File: config.mk
export PLATFORM = sky130hd
export DESIGN_NAME = sirq_ctrl
export DESIGN_NICKNAME = d
export VERILOG_FILES = /design/src/rtl/sirq_pkg.sv /design/src/rtl/sirq_edge_latch.sv /design/src/rtl/sirq_prio.sv /design/src/rtl/sirq_ctrl.sv
export SDC_FILE = /design/constraint.sdc
export NUM_CORES = 1
export LEC_CHECK = 0
export ABC_AREA = 0
export ABC_CLOCK_PERIOD_IN_PS = 4400
export CORE_MARGIN = 5
export CORE_UTILIZATION = 46
export DETAILED_ROUTE_END_ITERATION = 6
export GPL_TIMING_DRIVEN = 0
export PLACE_DENSITY = 0.82
export SLEW_MARGIN = 10
export SYNTH_ARGS = -nofsm -noshare
export SYNTH_HDL_FRONTEND = slang
export SYNTH_SLANG_ARGS = --single-unit
File: constraint.sdc
create_clock -name clk -period 4.4 [get_ports clk]
set_input_delay 0.66 -clock clk [delete_from_list [all_inputs] [get_ports clk]]
set_output_delay 0.66 -clock clk [all_outputs]
set_load 0.05 [all_outputs]
File: src/rtl/sirq_pkg.sv
package sirq_pkg;
    localparam int unsigned DEF_LINES    = 8;
    localparam int unsigned DEF_VEC_BASE = 8;
    localparam int unsigned DEF_EOI_PORT = 8'h20;
    localparam int unsigned DEF_EOI_CODE = 8'h20;
    localparam int unsigned IO_W         = 8;
endpackage

File: src/rtl/sirq_edge_latch.sv
module sirq_edge_latch #(
    parameter int unsigned N_LINES = 8
) (
    input  logic               clk,
    input  logic               rst_n,
    input  logic [N_LINES-1:0] lines,
    input  logic [N_LINES-1:0] clr_mask,
    output logic [N_LINES-1:0] pend
);
    typedef struct packed {
        logic [N_LINES-1:0] prev;
        logic [N_LINES-1:0] pend;
    } lat_t;

    lat_t st_d, st_q;

    always_comb begin
        st_d      = st_q;
        st_d.prev = lines;
        // a new edge wins over a clear in the same cycle
        st_d.pend = (st_q.pend & ~clr_mask) | (lines & ~st_q.prev);
    end

    always_ff @(posedge clk) begin
        if (!rst_n) st_q <= '0;
        else        st_q <= st_d;
    end

    assign pend = st_q.pend;


    pend_keep_chk: assert property (@(posedge clk) disable iff (!rst_n)
        ((pend & $past(pend & ~clr_mask)) == $past(pend & ~clr_mask)));


    edge_catch_chk: assert property (@(posedge clk) disable iff (!rst_n)
        (lines & ~st_q.prev) != '0 |=> ((pend & $past(lines & ~st_q.prev)) == $past(lines & ~st_q.prev)));
endmodule

File: src/rtl/sirq_prio.sv
module sirq_prio #(
    parameter int unsigned N_LINES = 8,
    localparam int unsigned IDX_W  = (N_LINES > 1) ? $clog2(N_LINES) : 1
) (
    input  logic [N_LINES-1:0] req,
    output logic [N_LINES-1:0] grant,
    output logic [IDX_W-1:0]   idx,
    output logic               any
);
    always_comb begin
        grant = '0;
        idx   = '0;
        for (int i = N_LINES - 1; i >= 0; i--) begin
            if (req[i]) begin
                grant    = '0;
                grant[i] = 1'b1;
                idx      = IDX_W'(i);
            end
        end
        any = |req;
    end
endmodule

File: src/rtl/sirq_ctrl.sv
module sirq_ctrl #(
    parameter int unsigned N_LINES  = sirq_pkg::DEF_LINES,
    parameter int unsigned VEC_BASE = sirq_pkg::DEF_VEC_BASE,
    parameter int unsigned EOI_PORT = sirq_pkg::DEF_EOI_PORT,
    parameter int unsigned EOI_CODE = sirq_pkg::DEF_EOI_CODE
) (
    input  logic                      clk,
    input  logic                      rst_n,
    input  logic [N_LINES-1:0]        irq_line,
    input  logic                      inta,
    input  logic                      io_wr,
    input  logic [sirq_pkg::IO_W-1:0] io_addr,
    input  logic [sirq_pkg::IO_W-1:0] io_data,
    output logic                      intr,
    output logic [7:0]                vec_out
);
    localparam int unsigned IDX_W = (N_LINES > 1) ? $clog2(N_LINES) : 1;

    typedef struct packed {
        logic [N_LINES-1:0] insvc;
    } svc_t;

    svc_t st_d, st_q;

    logic [N_LINES-1:0] pend, grant, clr_mask;
    logic [IDX_W-1:0]   idx;
    logic               any, ack_fire, eoi_hit;

    sirq_edge_latch #(.N_LINES(N_LINES)) u_latch (
        .clk      (clk),
        .rst_n    (rst_n),
        .lines    (irq_line),
        .clr_mask (clr_mask),
        .pend     (pend)
    );

    sirq_prio #(.N_LINES(N_LINES)) u_prio (
        .req   (pend),
        .grant (grant),
        .idx   (idx),
        .any   (any)
    );

    always_comb begin
        intr     = any && (st_q.insvc == '0);
        ack_fire = inta && intr;
        eoi_hit  = io_wr && (io_addr == sirq_pkg::IO_W'(EOI_PORT))
                         && (io_data == sirq_pkg::IO_W'(EOI_CODE));
        clr_mask = ack_fire ? grant : '0;
        vec_out  = ack_fire ? 8'(VEC_BASE) + 8'(idx) : 8'h00;

        st_d = st_q;
        if (eoi_hit)  st_d.insvc = '0;
        if (ack_fire) st_d.insvc = st_d.insvc | grant;
    end

    always_ff @(posedge clk) begin
        if (!rst_n) st_q <= '0;
        else        st_q <= st_d;
    end


    prio_low_chk: assert property (@(posedge clk) disable iff (!rst_n)
        ($onehot0(grant) && (((grant - 1'b1) & pend) == '0) && (any == (grant != '0))));


    vec_range_chk: assert property (@(posedge clk) disable iff (!rst_n)
        (inta && intr) |-> (int'(vec_out) >= int'(VEC_BASE) && int'(vec_out) < int'(VEC_BASE + N_LINES)));


    spurious_vec_chk: assert property (@(posedge clk) disable iff (!rst_n)
        (inta && !intr) |-> (vec_out == 8'h00));


    quiet_after_ack_chk: assert property (@(posedge clk) disable iff (!rst_n)
        (inta && intr) |=> !intr);


    single_level_chk: assert property (@(posedge clk) disable iff (!rst_n)
        $onehot0(st_q.insvc));


    insvc_hold_chk: assert property (@(posedge clk) disable iff (!rst_n)
        (!(inta && intr) && !eoi_hit) |=> $stable(st_q.insvc));
endmodule

**After elaboration in Yosys (flattened, before gate mapping)**

Cells that the tools add are included.

- $add $sub $neg: 1
- Eq/ne operators: 2
- Muxes and demuxes: 20
- Bitwise gates (word level): 6
- Reductions and logical operators: 6

Operator list:

| operator | count |
|---|---|
| $mux 8 | 11 |
| $mux 3 | 8 |
| $and 8x8->8 | 2 |
| $eq 8x6->1 const B | 2 |
| $not 8->8 | 2 |
| $or 8x8->8 | 2 |
| $logic_not 8->1 | 1 |
| $reduce_or 8->1 | 1 |
| $add 4x3->5 const A | 1 |
| $mux 5 | 1 |
| $logic_and 1x1->1 | 4 |

- Flip-flop bits (word level): 24
- Input bits: 28
- Output and inout bits: 9
- Logic and storage cells: 38

**Depth between registers and ports, before layout**

- Depth after elaboration: 12
- Depth in mapped cells: 6
- Depth with buffers taken out: 4

**By module**

Synthesis repeated with hierarchy kept, for this count alone.

- Cells, all modules: 128
- Area, all modules: 1203.7 µm²

By module, submodules not included:

| module | times used | cells each | area an instance (µm²) | seq. area each (µm²) |
|---|---|---|---|---|
| sirq_edge_latch | 1 | 57 | 609.3 | 320.3 |
| sirq_ctrl | 1 | 47 | 450.4 | 160.2 |
| sirq_prio | 1 | 24 | 143.9 | 0.0 |

**Worst setup path before layout**

OpenSTA, ideal clock, no wires.

- Kind: reg-to-output
- Start: register st_q[4] in the netlist's numbering
- End: output port vec_out[0]
- Arrival time: 2225 ps
- Required time: 3740 ps
- Slack: 1515 ps
- Cell stages (with the launch flop): 5
- Buffers on the path: 0
- Cells stage by stage: dfxtp_1 -> nor4_2 -> and3_1 -> nand2_1 -> a211oi_1

- Word-level cells in the longest chain between the ends: 4

RTL lines:

| item | line | RTL |
|---|---|---|
| start, declared | sirq_ctrl.sv:23 | `svc_t st_d, st_q;` |
| start signal, assigned | sirq_ctrl.sv:59 | `else st_q <= st_d;` |
| $logic_not 8->1 | sirq_ctrl.sv:45 | `intr = any && (st_q.insvc == '0);` |
| $logic_and 1x1->1 | sirq_ctrl.sv:45 |  |
| $logic_and 1x1->1 | sirq_ctrl.sv:46 | `ack_fire = inta && intr;` |
| $mux 5 | sirq_ctrl.sv:50 | `vec_out = ack_fire ? 8'(VEC_BASE) + 8'(idx) : 8'h00;` |
| end, declared | sirq_ctrl.sv:15 | `output logic [7:0] vec_out` |

No other way between the ends.

**Final worst setup path**

- Start: register st_q[4] in the netlist's numbering
- End: output port vec_out[1]

Same word-level chain as after synthesis.

==> flow_summary.toml <==
[clocking]
cts_root_buffer = "sky130_fd_sc_hd__clkbuf_4"
clkLatencyLatePin_ns = 0.31
cts_resized = 0
clock_tree.htree_level_count = 1
clkTransAtPathRegs_ns = 0.13
postCtsHoldBufs = 0
post_cts.repair.setup_buffers = 0
cts_tree = "yes"
cts_inserted_buffers = 3
cts_max_path_buffers = 2
clock-sinks = 24

[floorplanning]
core-area_sq_mm = 0.002170
floorplan.io_pins = 37
die-area_sq_mm = 0.003295
die_w_microns = 57.40
floorplan.initialDensity_pct = 47.64
die_height_microns = 57.40
placement_rows = 17

[worst_setup_path]
setup.reg_to_reg.worst_slack_ns = 2.65
critPathArrivalTime_ns = 2.78
cp-end-kind = "output port"
timing.reg2reg.worst_path_depth = 5
critical_path.startpoint_type = "register"
crit_end = "vec_out[1]"
timing.setup.critical_path_class = "register to output port"
critical_path.max_fanout = 6
reg2reg_to = "st_q[7]$_SDFF_PN0_"
timing.rr.start = "u_latch.pend[0]$_SDFF_PN0_"
timing.critical_path.from = "st_q[4]$_SDFF_PN0_"
critical_path_required_ns = 3.74

[drt]
post_drt_wl_per_cell_microns = 12.53
met2WireLength_mm = 1.005
drt.antenna.violating_nets = 0
detail_route.first_pass.iterations = 3
routed-via-count = 932
highest-signal-layer = "met4"
drc_errors = 0
wl_final_mm = 2.256
drt-met1-wl_mm = 1.002
dr.first_iter.drc_count = 19
route.met3.wl_microns = 213
drt-vias-per-instance = 5.178

[finish]
area.sequential_sq_um = 480.5
layout-drive-gt1-share_pct = 8.553
filler_cell_count = 181
synthToLayoutAreaGrowth_pct = 38.98
antennaDiodeCount = 0
area_of_the_multi_input_gates_sq_um = 484.2
postLayoutCellArea_sq_mm = 0.001436
final_net_count = 181

[flow_run]
timing.max_cap.violations = 0

[pwr]
power_density_mw_per_mm2 = 351.4
power.leakage_nw = 0.5727
design_power_total_uw = 504.8
ir_worst_vdd_mv = 0.2445

[logic_synthesis]
postSynth.asyncResetShare_pct = 0
synth_top_area_share_pct = 46.49
post_synth_most_frequent_cells = "sky130_fd_sc_hd__dfxtp_1 (24), sky130_fd_sc_hd__inv_1 (8), sky130_fd_sc_hd__a21oi_1 (7), sky130_fd_sc_hd__nor2_1 (7), sky130_fd_sc_hd__and2_1 (6)"
yosysSeqAreaShare_pct = 46.49
synthMostInstantiatedCell = "sky130_fd_sc_hd__dfxtp_1"
dominantRegCellSynth = "sky130_fd_sc_hd__dfxtp_1"
post_synthesis_instance_area_sq_mm = 0.001033
syn_inst = 113
top_post_synthesis_cells_by_area = "sky130_fd_sc_hd__dfxtp_1 (46%), sky130_fd_sc_hd__and2_1 (3.6%), sky130_fd_sc_hd__buf_4 (3.6%), sky130_fd_sc_hd__a21oi_1 (3.4%), sky130_fd_sc_hd__a32o_1 (2.9%)"
netlist.top_cell.by_area = "sky130_fd_sc_hd__dfxtp_1"
yosysWarningCount = 0
synth_enable_flop_cells = 0
synth-seq-cells = 24
synth_cell_type_count = 35
avgSynthCellArea_sq_um = 9.146

[global_route]
global_route.overflow_total = 0
grt_pass1_vias = 905
largest_net_degree_at_the_start_of_global_routing = 14
grt_pass1_wl_mm = 3.760
groute.usage.overall_pct = 14.25
grt_antenna_before_repair = 0

[timing]
worst_slew_pin_slew_ns = 0.5148
drv_slew = 0
timing.slew.headroom_pct = 65.40
setup_tns_ns = 0
setup_viol_count_final = 0
tcrit_tclk_final_pct = 78.21
fin_skew_ns = 0.01018
timing_hold_violations_final = 0
grt_setup_unrepaired = "false"
period_needed_ns = 3.441
max_freq_mhz = 290.6

[placement]
port_buffers = 32
post_dp_area_sq_mm = 0.001400
detailed_place_hpwl_mm = 1.785
routabilityCongestion = 0.8179

[worst_hold_path]
hold_path_class = "register to register"

[run_status]
run_status = "finished, final reports clean"
-- registers in the layout (all words and copies together), names as in the netlist --
register      count
u_latch.st_q      8
st_q              8
u_latch.pend      8
-- logic make-up after synthesis --
kind of cell / share of synthesized area [%]
AOI/OAI and AO/OA: 19.61
buffers and inverters: 7.748
other: 0.3628
and+or+nand+nor: 25.79
DFF: 46.49
-- worst min path at each step --
stage,to,cells past startpoint,slack (ns),from
2_1_floorplan,u_latch.pend[1]$_SDFF_PN0_,1,0.40,u_latch.st_q[9]$_SDFF_PN0_
3_3_place_gp,u_latch.pend[2]$_SDFF_PN0_,1,0.40,u_latch.st_q[10]$_SDFF_PN0_
3_5_place_dp,u_latch.pend[1]$_SDFF_PN0_,1,0.41,u_latch.st_q[9]$_SDFF_PN0_
4_1_cts,u_latch.pend[1]$_SDFF_PN0_,1,0.43,u_latch.st_q[9]$_SDFF_PN0_
5_1_grt,u_latch.pend[1]$_SDFF_PN0_,1,0.46,u_latch.st_q[9]$_SDFF_PN0_
6_report,u_latch.pend[1]$_SDFF_PN0_,1,0.43,u_latch.st_q[9]$_SDFF_PN0_
-- layer usage --
| layer | track usage, % | up-vias |
|---|---|---|
| met5 | 0 | - |
| met4 | 6.291 | 0 |
| met3 | 4.525 | 4 |
| met2 | 25.16 | 34 |
| met1 | 15.38 | 417 |
| li1 | - | 477 |
-- report_power, final --
group,internal [mW],total [mW],switching (mW)
sequential,0.232,0.243,0.0110
clock,0.0505,0.113,0.0622
combinational,0.0664,0.149,0.0829
-- critical path, stage by stage, from the launching register on --
cell	delay, ns
sky130_fd_sc_hd__dfxtp_1	0.34
sky130_fd_sc_hd__nor4_2	0.51
sky130_fd_sc_hd__and3_1	0.26
sky130_fd_sc_hd__nand2_1	0.11
sky130_fd_sc_hd__a2111oi_2	0.37
sky130_fd_sc_hd__clkdlybuf4s50_1	0.87
-- cell type report --
| cell class | instances | area share (%) |
|---|---|---|
| Clock buffer | 4 | 2.526 |
| Tap cell | 28 | 2.439 |
| Sequential cell | 24 | 33.45 |
| Buffer | 8 | 3.484 |
| Multi-Input combinational cell | 76 | 33.71 |
| Timing Repair Buffer | 32 | 22.30 |
| Inverter | 8 | 2.091 |
-- per-stage QoR --
stage	worst slack [ns]	hold WS, ns	utilization (%)	cells
global route	0.8224	0.4604	66.21	180
global placement	1.006	0.4030	64.53	176
detailed placement	1.007	0.4130	64.53	176
finish	0.9588	0.4260	66.21	180
floorplan	1.515	0.3988	-	116
CTS	0.9446	0.4306	66.21	180
-- cells in the final DEF, fill, tap and decap left out, drive strengths merged, types with 4 or more instances in the layout --
| cell type | count |
|---|---|
| clkbuf | 6 |
| buf | 6 |
| nand2b | 4 |
| nor2 | 7 |
| dfxtp | 24 |
| nor4 | 5 |
| a21oi | 7 |
| and3 | 4 |
| nand2 | 5 |
| conb | 4 |
| inv | 8 |
| clkdlybuf4s50 | 32 |
| and2 | 6 |
| o21ai | 4 |
Note: power is estimated with default switching activity, not from simulation.
